[src/rtl/addr_xlat_pkg.sv]
package addr_xlat_pkg;

  localparam int ADDR_W       = 32;
  localparam int PAGE_LSB     = 20;  // memory window granule: 1 MB
  localparam int PAGE_BITS    = ADDR_W - PAGE_LSB;
  localparam int IO_LSB       = 24;  // I/O window granule: 16 MB
  localparam int IO_BITS      = ADDR_W - IO_LSB;
  localparam int MAX_SIZE_CODE = 11;
  localparam int MAP_W        = 16;

  // Bits of a memory base word that are kept: address, swap, size, prefetch, enable
  localparam logic [ADDR_W-1:0] MEM_BASE_KEEP = 32'hFFF0_03F9;
  localparam logic [MAP_W-1:0]  IO_BASE_KEEP  = 16'hFF01;
  localparam logic [MAP_W-1:0]  IO_MAP_KEEP   = 16'hFF00;

  typedef enum logic [2:0] {
    CYC_IACK  = 3'b000,
    CYC_IO    = 3'b001,
    CYC_MEM   = 3'b011,
    CYC_CFG   = 3'b101,
    CYC_MEMML = 3'b110
  } cyc_type_e;

  typedef struct packed {
    logic              hit;
    logic [ADDR_W-1:0] addr;
    logic [2:0]        ctype;
    logic              prefetch;
  } win_result_t;

endpackage

[src/rtl/xlat_cfg_regs.sv]
module xlat_cfg_regs
  import addr_xlat_pkg::*;
#(
  parameter int NUM_MEM_WIN = 2,
  parameter int CAW         = 3
) (
  input  logic                                 clk,
  input  logic                                 rst_n,
  input  logic                                 cfg_we,
  input  logic [CAW-1:0]                       cfg_addr,
  input  logic [ADDR_W-1:0]                    cfg_wdata,
  output logic [NUM_MEM_WIN-1:0][ADDR_W-1:0]   mem_base,
  output logic [NUM_MEM_WIN-1:0][MAP_W-1:0]    mem_map,
  output logic [MAP_W-1:0]                     io_base,
  output logic [MAP_W-1:0]                     io_map
);

  localparam int IO_IDX = NUM_MEM_WIN;

  logic [NUM_MEM_WIN-1:0] base_wr;
  logic [NUM_MEM_WIN-1:0] map_wr;
  logic                   io_base_wr;
  logic                   io_map_wr;

  logic [ADDR_W-1:0] base_wdata;
  logic [MAP_W-1:0]  map_wdata;
  logic [MAP_W-1:0]  io_base_wdata;
  logic [MAP_W-1:0]  io_map_wdata;

  // Write decode and next-state data
  always_comb begin
    for (int i = 0; i < NUM_MEM_WIN; i++) begin
      base_wr[i] = cfg_we && (cfg_addr == CAW'(2 * i));
      map_wr[i]  = cfg_we && (cfg_addr == CAW'(2 * i + 1));
    end
    io_base_wr    = cfg_we && (cfg_addr == CAW'(2 * IO_IDX));
    io_map_wr     = cfg_we && (cfg_addr == CAW'(2 * IO_IDX + 1));
    base_wdata    = cfg_wdata & MEM_BASE_KEEP;
    map_wdata     = cfg_wdata[MAP_W-1:0];
    io_base_wdata = cfg_wdata[MAP_W-1:0] & IO_BASE_KEEP;
    io_map_wdata  = cfg_wdata[MAP_W-1:0] & IO_MAP_KEEP;
  end

  generate
    for (genvar g = 0; g < NUM_MEM_WIN; g++) begin : g_mem
      always_ff @(posedge clk or negedge rst_n) begin
        if (!rst_n) begin
          mem_base[g] <= '0;
        end else if (base_wr[g]) begin
          mem_base[g] <= base_wdata;
        end
      end

      always_ff @(posedge clk or negedge rst_n) begin
        if (!rst_n) begin
          mem_map[g] <= '0;
        end else if (map_wr[g]) begin
          mem_map[g] <= map_wdata;
        end
      end
    end
  endgenerate

  always_ff @(posedge clk or negedge rst_n) begin
    if (!rst_n) begin
      io_base <= '0;
    end else if (io_base_wr) begin
      io_base <= io_base_wdata;
    end
  end

  always_ff @(posedge clk or negedge rst_n) begin
    if (!rst_n) begin
      io_map <= '0;
    end else if (io_map_wr) begin
      io_map <= io_map_wdata;
    end
  end

endmodule

[src/rtl/xlat_mem_window.sv]
module xlat_mem_window
  import addr_xlat_pkg::*;
(
  input  logic [ADDR_W-1:0] base,
  input  logic [MAP_W-1:0]  map,
  input  logic [ADDR_W-1:0] addr,
  output win_result_t       res
);

  logic [3:0]           size_code;
  logic [PAGE_BITS-1:0] cmp_mask;
  logic [PAGE_BITS-1:0] page_hi;
  logic [1:0]           low_bits;
  logic                 unused_fields;

  assign unused_fields = ^{base[19:10], base[9:8], base[2:1]};

  always_comb begin
    // Codes beyond the largest size saturate to it
    size_code = (base[7:4] > 4'(MAX_SIZE_CODE)) ? 4'(MAX_SIZE_CODE) : base[7:4];
    cmp_mask  = {PAGE_BITS{1'b1}} << size_code;
    page_hi   = (map[15:4] & cmp_mask) | (addr[ADDR_W-1:PAGE_LSB] & ~cmp_mask);
    low_bits  = map[0] ? addr[1:0] : 2'b00;

    res.hit      = base[0] &&
                   (((addr[ADDR_W-1:PAGE_LSB] ^ base[ADDR_W-1:PAGE_LSB]) & cmp_mask) == '0);
    res.addr     = {page_hi, addr[PAGE_LSB-1:2], low_bits};
    res.ctype    = map[3:1];
    res.prefetch = base[3];
  end

endmodule

[src/rtl/xlat_io_window.sv]
module xlat_io_window
  import addr_xlat_pkg::*;
(
  input  logic [MAP_W-1:0]  base,
  input  logic [MAP_W-1:0]  map,
  input  logic [ADDR_W-1:0] addr,
  output win_result_t       res
);

  logic unused_fields;

  assign unused_fields = ^{base[7:1], map[7:0]};

  always_comb begin
    res.hit      = base[0] && (addr[ADDR_W-1:IO_LSB] == base[15:8]);
    res.addr     = {map[15:8], addr[IO_LSB-1:0]};
    res.ctype    = CYC_IO;
    res.prefetch = 1'b0;
  end

endmodule

[src/rtl/xlat_prio_pick.sv]
module xlat_prio_pick
  import addr_xlat_pkg::*;
#(
  parameter int NUM_WIN = 3,
  parameter int WSEL    = 2
) (
  input  win_result_t [NUM_WIN-1:0] cand,
  output win_result_t               pick,
  output logic [WSEL-1:0]           pick_idx
);

  // Walk from the highest index down so that the lowest matching index is left
  always_comb begin
    pick     = '0;
    pick_idx = '0;
    for (int i = NUM_WIN - 1; i >= 0; i--) begin
      if (cand[i].hit) begin
        pick     = cand[i];
        pick_idx = WSEL'(i);
      end
    end
  end

endmodule

[src/rtl/addr_window_xlat.sv]
module addr_window_xlat
  import addr_xlat_pkg::*;
#(
  parameter int  NUM_MEM_WIN = 2,
  localparam int NUM_WIN     = NUM_MEM_WIN + 1,
  localparam int WSEL        = $clog2(NUM_WIN),
  localparam int CAW         = WSEL + 1
) (
  input  logic              clk,
  input  logic              rst_n,
  input  logic              cfg_we,
  input  logic [CAW-1:0]    cfg_addr,
  input  logic [31:0]       cfg_wdata,
  input  logic              req_valid,
  input  logic [31:0]       req_addr,
  output logic              rsp_valid,
  output logic              rsp_hit,
  output logic [31:0]       rsp_addr,
  output logic [2:0]        rsp_ctype,
  output logic [WSEL-1:0]   rsp_win,
  output logic              rsp_prefetch
);

  logic [NUM_MEM_WIN-1:0][ADDR_W-1:0] mem_base;
  logic [NUM_MEM_WIN-1:0][MAP_W-1:0]  mem_map;
  logic [MAP_W-1:0]                   io_base;
  logic [MAP_W-1:0]                   io_map;

  win_result_t [NUM_WIN-1:0] cand;
  win_result_t               pick;
  logic [WSEL-1:0]           pick_idx;

  logic            valid_d;
  logic            hit_d;
  logic [31:0]     addr_d;
  logic [2:0]      ctype_d;
  logic [WSEL-1:0] win_d;
  logic            pf_d;

  xlat_cfg_regs #(
    .NUM_MEM_WIN (NUM_MEM_WIN),
    .CAW         (CAW)
  ) u_regs (
    .clk       (clk),
    .rst_n     (rst_n),
    .cfg_we    (cfg_we),
    .cfg_addr  (cfg_addr),
    .cfg_wdata (cfg_wdata),
    .mem_base  (mem_base),
    .mem_map   (mem_map),
    .io_base   (io_base),
    .io_map    (io_map)
  );

  generate
    for (genvar g = 0; g < NUM_MEM_WIN; g++) begin : g_win
      xlat_mem_window u_win (
        .base (mem_base[g]),
        .map  (mem_map[g]),
        .addr (req_addr),
        .res  (cand[g])
      );
    end
  endgenerate

  xlat_io_window u_io (
    .base (io_base),
    .map  (io_map),
    .addr (req_addr),
    .res  (cand[NUM_MEM_WIN])
  );

  xlat_prio_pick #(
    .NUM_WIN (NUM_WIN),
    .WSEL    (WSEL)
  ) u_pick (
    .cand     (cand),
    .pick     (pick),
    .pick_idx (pick_idx)
  );

  // Response next state: zeros unless a request hit
  always_comb begin
    valid_d = req_valid;
    hit_d   = 1'b0;
    addr_d  = '0;
    ctype_d = '0;
    win_d   = '0;
    pf_d    = 1'b0;
    if (req_valid && pick.hit) begin
      hit_d   = 1'b1;
      addr_d  = pick.addr;
      ctype_d = pick.ctype;
      win_d   = pick_idx;
      pf_d    = pick.prefetch;
    end
  end

  always_ff @(posedge clk or negedge rst_n) begin
    if (!rst_n) begin
      rsp_valid    <= 1'b0;
      rsp_hit      <= 1'b0;
      rsp_addr     <= '0;
      rsp_ctype    <= '0;
      rsp_win      <= '0;
      rsp_prefetch <= 1'b0;
    end else begin
      rsp_valid    <= valid_d;
      rsp_hit      <= hit_d;
      rsp_addr     <= addr_d;
      rsp_ctype    <= ctype_d;
      rsp_win      <= win_d;
      rsp_prefetch <= pf_d;
    end
  end

endmodule

[config.mk]
export PLATFORM = sky130hd
export DESIGN_NAME = addr_window_xlat
export DESIGN_NICKNAME = d
export VERILOG_FILES = /design/src/rtl/addr_xlat_pkg.sv /design/src/rtl/xlat_cfg_regs.sv /design/src/rtl/xlat_mem_window.sv /design/src/rtl/xlat_io_window.sv /design/src/rtl/xlat_prio_pick.sv /design/src/rtl/addr_window_xlat.sv
export SDC_FILE = /design/constraint.sdc
export NUM_CORES = 1
export LEC_CHECK = 0
export ABC_AREA = 1
export BUFFER_PORTS_ARGS = -buffer_cell sky130_fd_sc_hd__buf_4
export CORE_UTILIZATION = 30
export DETAILED_ROUTE_END_ITERATION = 7
export PLACE_DENSITY = 0.58
export SETUP_SLACK_MARGIN = 0.4
export SLEW_MARGIN = 20
export SYNTH_ARGS = -nofsm -noshare
export SYNTH_HDL_FRONTEND = slang
export SYNTH_SLANG_ARGS = --single-unit
[constraint.sdc]
create_clock -name clk -period 1.65 [get_ports clk]
set_clock_uncertainty 0.05 [all_clocks]
set_input_delay 0.0825 -clock clk [delete_from_list [all_inputs] [get_ports clk]]
set_output_delay 0.0825 -clock clk [all_outputs]
set_load 0.005 [all_outputs]
==> results by stage, run 1 <==
Status:
- The flow ran to the end, but the final reports show violations.
- The final reports fail on negative setup slack.

Critical path:
- On the critical path, the stage with the largest delay is an instance of sky130_fd_sc_hd__dfrtp_2.
- Data arrives at the worst endpoint at 2170 ps.
- The startpoint identified for the worst register-to-register timing path is u_regs.mem_base[7].
- The end of the critical path is rsp_addr[9].
- For this run, the slowest stage of the critical path takes 460 ps.
- The startpoint of the most critical setup path is u_regs.mem_base[7].
- The library cell appearing most often on the critical path is sky130_fd_sc_hd__nand2_2.
- The critical path is of the reg2reg type.
- The worst setup path is captured at a flop.
- The worst path required time is 1950 ps.
- The endpoint identified for the worst register-to-register timing path is rsp_addr[9].
- The setup check on the worst reg-to-reg path leaves a slack of -210 ps.
- Walking the worst path, the cells encountered are inv_2 -> nand2_2 -> nand2_2 -> nand2_2 -> nand3_2 -> nor2_4 -> buf_6 -> nand3_4 -> nand3_4 -> nand2_8 -> buf_12 -> nor2_2.
- Of all nets on the critical path, the largest fanout is 6.
- Counting cells, the worst reg-to-reg path comes to 12.
- STA classifies the critical path startpoint as a flop.

Final layout:
- The area growth from synthesis to layout is 52.68%.
- The utilization after layout is 0.4682.
- The number of diodes is 0.
- The area occupied by multi-input gates is 2770 sq um.
- The count of cells in the finished layout, fillers not included, comes to 1,338.
- The layout cell share with drive strength beyond 1 is 0.2912.
- The number of filler instances in the final layout is 2,017.
- The net total in the final layout is 1,126.
- The sequential cell area in the final layout is 3136 sq um.

Synthesis:
- By count the netlist is led by 270 x sky130_fd_sc_hd__nand2_1, 125 x sky130_fd_sc_hd__dfrtp_1, 118 x sky130_fd_sc_hd__inv_1.
- In this run the mean area of a mapped cell was 7.500 sq um.
- The prevailing post-synth register cell is sky130_fd_sc_hd__dfrtp_1.
- By area the synthesized netlist is led by sky130_fd_sc_hd__dfrtp_1 50%, sky130_fd_sc_hd__nand2_1 16%, sky130_fd_sc_hd__o21ai_0 7.9%.
- The post-synthesis instance area is 6225 sq um.
- The most numerous cell in the Yosys netlist is sky130_fd_sc_hd__nand2_1.
- The post-synthesis sequential element count is 125.
- The post-synthesis sequential area ratio is 0.5025.
- The cell taking the most area after synthesis is sky130_fd_sc_hd__dfrtp_1.
- After technology mapping, the gate count stands at 830.
- The share of synthesized area in the top cell type comes to 0.5025.
- The number of enable-type register cells in the synthesized netlist is 0.
- After synthesis, the share of flip-flops with an asynchronous set or reset is 1.000.
- The number of distinct standard cells referenced by the synthesized netlist is 26.
- Yosys printed 0 warnings.
- The post-synth net total is 901.

Drt:
- For this run, design rule violations remaining after detail routing come to 0.
- The highest metal layer carrying signal wires in the routed design is met4.
- The routed layout has 5,968 vias.
- The first detailed-routing pass ran for 5 iterations.
- After detailed routing, the met3 layer carries 650 um of wire.
- Dividing the detail-routed via count by the number of cells gives 4.460.
- Dividing the detail-routed wire length by the instance count gives 14.56 um.
- The DRC marker count from the first detailed-route iteration is 352.
- The post-detailed-route count of antenna-violating nets is 0.
- After detailed routing, the met2 layer carries 9735 um of wire.
- The total routed wirelength is 19,480 um.
- The detailed router put a total of 8478 um of wire on met1.

Floorplanning:
- The vertical extent of the die is 146.0 um.
- The initial utilization of the core area, before any placement, comes to 0.3066.
- The die span in x is 146.0 um.
- The total core area is 20,300 sq um.
- For this design the top-level I/O count stands at 111.
- The die footprint is 21,330 sq um.
- The row count is 52.

Clock network:
- TritonCTS built the clock tree.
- The latest clock arrival within the worst-skew pair is 420 ps.
- The deepest clock path buffer count is 2.
- The clock drives 125 sinks.
- In this run, CTS created clock tree buffers numbering 17.
- After clock tree synthesis, the clock-pin slew on the worst setup and hold paths is 60 ps.
- In this run the number of H-tree levels came out at 4.
- The root buffer cell chosen for the clock tree is sky130_fd_sc_hd__clkbuf_16.

STA:
- Setup violations remaining at the end of the flow were counted as 39.
- The max-slew headroom at the worst pin is 0.6262.
- After layout, the minimum clock period comes to 1863 ps.
- The transition time of the tightest slew-check pin is 559.4 ps.
- The final worst slack is -213.0 ps.
- The ratio of final minimum period to clock period is 1.129.
- The number of hold violations in the final report is 0.
- For this run, the top clock speed supported by timing is 536.8 MHz.
- The max-slew violation count is 0.
- On the final layout, the worst hold slack is 41.32 ps.
- Setup repair after global routing could not meet its margin everywhere.

Pwr:
- Of the total power, registers draw 0.360.
- For this design the total switching power over the nets is 3.104 mW.
- The switching power share of the total is 0.2952.
- The share of total power dissipated in the clock network is 0.404.
- The analysis attributes to cell leakage a power of 4.946 nW.
- The areal power density over the cells is 1107 nW/um^2.
- Across the VDD grid, the largest voltage drop is 0.6392 mV.
- The cell-internal power is 7.413 mW.
- Of the total power, combinational logic draws 0.235.
- Power comes to 10.52 mW.

Place:
- The number of instances in the placed design is 1,240.
- Input and output buffers added on the ports amount to 106.
- The placer congestion estimate is 0.8456.
- The detailed placement HPWL is 13,260 um.
- The worst-case setup slack after placement is -336.1 ps.

Global route:
- The total routing usage reported by global routing is 0.1883.
- The maximum number of pins on one net before global-route repair is 46.
- The number of antenna violations at the first check in global routing is 0.
- The wire length of the first global-routing pass is 31,000 um.
- The number of global-route vias before repair is 6,030.
- The aggregate global routing overflow is 0.

Flow run:
- The max-cap check violation count is 0.

Worst hold path:
- The type of the tightest min-delay check is in2reg.
how the worst min path moves through the flow:
stage                 start            endpoint  cells past startpoint
2_1_floorplan         rst_n         rsp_addr[0]                      0
3_3_place_gp          rst_n         rsp_addr[2]                      1
3_5_place_dp          rst_n         rsp_addr[2]                      1
4_1_cts        cfg_wdata[0]   u_regs.mem_map[0]                      3
5_1_grt        cfg_wdata[0]  u_regs.mem_map[16]                      3
6_report       cfg_wdata[0]  u_regs.mem_map[16]                      3
through the flow:
step                setup TNS, ps  area, sq um
global route               -10630         9504
floorplan                       0         6307
finish                      -7308         9504
detailed placement          -9644         7820
global placement            -9144         7820
CTS                         -4880         9291
worst max-delay path: cells and delay by family, from the launching register on:
kind,cells,cell delay (ps)
flops,1,460
simple gates,9,910
buf+inv,3,370
sequential cells by signal, indices dropped and copies added (netlist names), 2 cells and up:
name             count
rsp_win              2
rsp_ctype            3
u_regs.mem_map      32
u_regs.mem_base     36
u_regs.io_base       9
u_regs.io_map        8
rsp_addr            32
area by class of cell:
class / instances / area share
Inverter: 124 / 0.04950
Tap cell: 270 / 0.03555
Sequential cell: 125 / 0.3299
Clock inverter: 11 / 0.02120
Multi-Input combinational cell: 553 / 0.2915
Clock buffer: 21 / 0.04950
Timing Repair Buffer: 234 / 0.2229
cells by family after synthesis:
| kind of cell | after synthesis | synth area share |
|---|---|---|
| buffers and inverters | 152 | 0.09909 |
| XOR/XNOR | 7 | 0.009849 |
| AO/OA/AOI/OAI | 113 | 0.09085 |
| AND/OR/NAND/NOR | 433 | 0.2977 |
| flip-flops | 125 | 0.5025 |
layer usage:
layer,track usage,vias to the layer above
met4,0.08646,0
met1,0.2342,2804
met2,0.3211,125
met3,0.03031,32
li1,-,3007
met5,0,-
placed cells by master (no fill, tap or decap), drive strengths merged, types with 5 or more instances in the layout:
cell,n
nand3,33
dlygate4sd3,49
bufinv,5
buf,182
nor2,101
clkbuf,24
nand2,277
o21ai,99
xor2,6
a21oi,14
inv,128
dfrtp,125
nand4,15
power groups by stage:
stage          Combinational [mW]  Clock [mW]  Sequential, mW
6_report                     2.48        4.25            3.79
3_5_place_dp                 2.12           0            3.81
5_1_grt                      2.75        4.46            3.84
3_3_place_gp                 2.10           0            3.80
2_1_floorplan                1.24           0            3.72
4_1_cts                      2.42        4.33            3.78
timing repair:
action                                 4_1_cts  5_1_grt
setup endpoints to repair                   39       39
endpoints found under the hold margin      233        0
cloned                                       2        3
resized for setup                           43       34
buffers inserted                            11        1
hold buffers                                49        0
pin swaps                                   12       22
Power figures use the tool's default switching activity.
==> run 2, diff against run 1 <==
==> constraint.sdc (replaced) <==
create_clock -name clk -period 1.67 [get_ports clk]
set_clock_uncertainty 0.05 [all_clocks]
set_input_delay 0.0835 -clock clk [delete_from_list [all_inputs] [get_ports clk]]
set_output_delay 0.0835 -clock clk [all_outputs]
set_load 0.005 [all_outputs]
==> run 2 against run 1 <==
Effect of this change:
- the flow finishes with violations (negative hold slack, negative setup slack)
- power decreased by 6.0%
- sequential power decreased by 1%
- core utilization decreased by 0.48 points
- critical path depth increased by 1
- wire length decreased by 1.6%
- via count decreased by 1.2%
- flip-flop and latch count unchanged
- non-clock buffer count decreased by 3
- final cell count decreased by 0.22%
==> results by stage, run 2 (synthesis results as in run 1) <==
Worst hold path:
- The hold path depth is 3.
- In this run the worst hold path is classified as in2reg.

STA:
- Of the available clock period, the critical path in the final layout requires 1.083.
- The number of hold violations in the final report is 10.
- The max-slew violation count came to 0.
- The highest attainable clock frequency is 552.8 MHz.
- The setup TNS is -3913 ps.
- Setup repair after global routing could not meet its margin everywhere.
- Setup violations remaining at the end of the flow were counted as 39.
- The max-slew headroom at the worst pin is 0.6382.
- For the finished layout, the period the worst path requires is 1809 ps.
- The final worst slack is -139.1 ps.
- For the pin with the worst max-slew slack, the measured transition is 541.4 ps.
- Hold timing on the final database bottoms out at a slack of -17.16 ps.

Critical path:
- The end of the critical path is rsp_addr[30].
- For the worst flop-to-flop path, the logic depth is 13.
- The slowest stage of the critical path belongs to the cell sky130_fd_sc_hd__dfrtp_2.
- The worst setup path is captured at a flop.
- The worst setup path is of the reg2reg kind.
- In this design, the stage delay of the slowest critical-path cell is 460 ps.
- The number of buffer and inverter stages on the critical path is 4.
- Across all register-to-register paths, the minimum setup slack is -140 ps.
- The worst path required time is 1940 ps.
- The kind of cell with the highest combined delay along the critical path is simple AND/OR/NAND/NOR gates.
- Walking the worst path, the cells encountered are inv_4 -> nand2_4 -> inv_2 -> nand2_2 -> nand3_2 -> nor2_4 -> nand2_2 -> nor2_4 -> buf_4 -> buf_12 -> nand2_1 -> nand3_1 -> nor2_1.
- The startpoint identified for the worst register-to-register timing path is u_regs.mem_base[7].
- The startpoint of the most critical setup path is u_regs.mem_base[7].
- Data arrives at the worst endpoint at 2080 ps.
- Of all nets on the critical path, the largest fanout is 10.
- The worst setup path is launched from a flop.
- The reg-to-reg critical path endpoint is rsp_addr[30].
- The critical path runs through a total of 13 cells.

Place:
- The placed cell area is 7853 sq um.
- Summed over all nets, the half-perimeter wirelength after detailed placement is 13,230 um.
- Routability-driven placement finished with a final weighted congestion of 0.9060.
- The port buffer count is 106.

Final layout:
- The area occupied by multi-input gates is 2800 sq um.
- The sequential cell area in the final layout is 3137 sq um.
- The library cell used most frequently in the layout, excluding fill and tap cells, is sky130_fd_sc_hd__nand2_1.
- Ranked by flip-flop count, first place goes to u_regs.mem_base.
- The number of diodes is 0.
- The flip-flop count of the largest register after layout is 36.
- The area growth from synthesis to layout is 51.12%.
- In the final layout, the registers with the most flip-flops are u_regs.mem_base (36), rsp_addr (32), u_regs.mem_map (32).
- After routing the design area is 9407 sq um.
- The layout has 2,035 filler cells.
- The net count of the finished layout is 1,123.
- The layout cell share with drive strength beyond 1 is 0.3042.
- Leaving out fill and tap cells, the most frequent cells in the layout are 235 x sky130_fd_sc_hd__nand2_1, 161 x sky130_fd_sc_hd__buf_4, 118 x sky130_fd_sc_hd__dfrtp_1.

Clock network:
- The deepest clock path buffer count is 2.
- The H-tree generated during clock tree synthesis spans 4 levels.
- Clock latency on the worst-skew pair, taken at its later pin, is 430 ps.
- The tree is rooted in a sky130_fd_sc_hd__clkbuf_16.
- Clock tree synthesis found a total of 125 sinks.
- TritonCTS built the clock tree.
- In this run, CTS created clock tree buffers numbering 17.
- The register clock-pin slew on the reported worst setup and hold paths is 60 ps.

Status:
- The final reports fail on negative hold slack, negative setup slack.
- The run finished, with violations left.

Drt:
- Once detail routing completed, the nets flagged for antenna violations numbered 0.
- The via-per-instance ratio is 4.419.
- The count of TritonRoute iterations in the first routing pass is 5.
- The count of unresolved DRC violations after routing is 0.
- The routed length per instance is 14.36 um.
- The routed layout has 5,899 vias.
- The first routing iteration left 283 violations.
- The total routed wirelength is 19,170 um.

Pwr:
- The clock network power share is 0.368.
- The combinational cell fraction of total power is 0.254.
- Of the total power, registers draw 0.379.
- Of the total power, the share spent switching nets is 0.3157.
- For this design the total switching power over the nets is 3.123 mW.
- The leakage power is 4.899 nW.
- Cell internal power was estimated by the tool at 6.768 mW.
- Across the VDD grid, the largest voltage drop is 0.7837 mV.
- For this design the ratio of total power to cell area is 1051 nW/um^2.

Floorplanning:
- After floorplanning, the core was sized to cover 20,300 sq um.
- The floorplan step set the die width to 146.0 um.
- In this run the core area contains 52 standard-cell rows.
- The number of primary I/O pins is 111.
- The vertical extent of the die is 146.0 um.
- The die covers 21,330 sq um.
- The initial utilization of the core area, before any placement, comes to 0.3066.

Global route:
- The aggregate global routing overflow is 0.
- The wire length of the first global-routing pass is 30,760 um.
- The total routing usage reported by global routing is 0.1877.
- The number of global-route vias before repair is 5,910.
- Entering global routing, the biggest net connects 37 pins.
- The number of antenna violations at the first check in global routing came to 0.

Flow run:
- The max-cap check violation count is 0.
## run 2: timing repair
action                                  CTS  global route
resized for setup                        32            69
endpoints found under the setup margin   39            39
hold buffers                             48             2
pin swaps                                 3            23
endpoints found under the hold margin   238             2
setup buffers                             5             4
gates cloned                              1             2
## run 2: layout make-up
class                   count  area share
well taps                 270     0.03591
multi-input cells         553      0.2977
clock buffers              18     0.04669
clock inverters            14     0.01530
flip-flops and latches    125      0.3335
repair buffers            231      0.2191
inverters                 124     0.05188
## run 2: per-stage QoR
| stage | instances | utilization | setup WS [ps] | power, mW |
|---|---|---|---|---|
| floorplan | 830 | - | 51.40 | 4.907 |
| global placement | 1241 | 0.3868 | -262.1 | 5.820 |
| detailed placement | 1241 | 0.3868 | -238.5 | 5.855 |
| CTS | 1327 | 0.4482 | -118.1 | 9.746 |
| global route | 1335 | 0.4634 | -221.6 | 10.42 |
| finish | 1335 | 0.4634 | -139.1 | 9.890 |
## run 2: metal layers
| metal | global-route usage | wire length (um) | up-vias |
|---|---|---|---|
| li1 | - | - | 3005 |
| met1 | 0.2352 | 8551 | 2738 |
| met2 | 0.3194 | 9422 | 133 |
| met3 | 0.03438 | 759 | 23 |
| met4 | 0.07604 | 435 | 0 |
| met5 | 0 | 0 | - |
## run 2: tightest hold or removal path, cell delays in order
cell and delay, ps:
sky130_fd_sc_hd__buf_4 190, sky130_fd_sc_hd__nand3_1 110, sky130_fd_sc_hd__nor2_1 40
## run 2: worst min-delay path by stage
stage          slack, ps           end  startpoint
2_1_floorplan       -260   rsp_addr[0]       rst_n
3_3_place_gp           4  rsp_addr[10]       rst_n
3_5_place_dp           5   rsp_addr[9]       rst_n
4_1_cts             -130     rsp_valid   req_valid
5_1_grt               -9  rsp_addr[31]   req_valid
6_report             -20  rsp_addr[22]   req_valid
## run 2: power by group through the flow
stage	sequential, mW	clock (mW)	combinational (mW)
detailed placement	3.77	0	2.09
CTS	3.72	3.71	2.31
finish	3.75	3.64	2.51
global route	3.80	3.82	2.80
floorplan	3.68	0	1.23
global placement	3.76	0	2.06
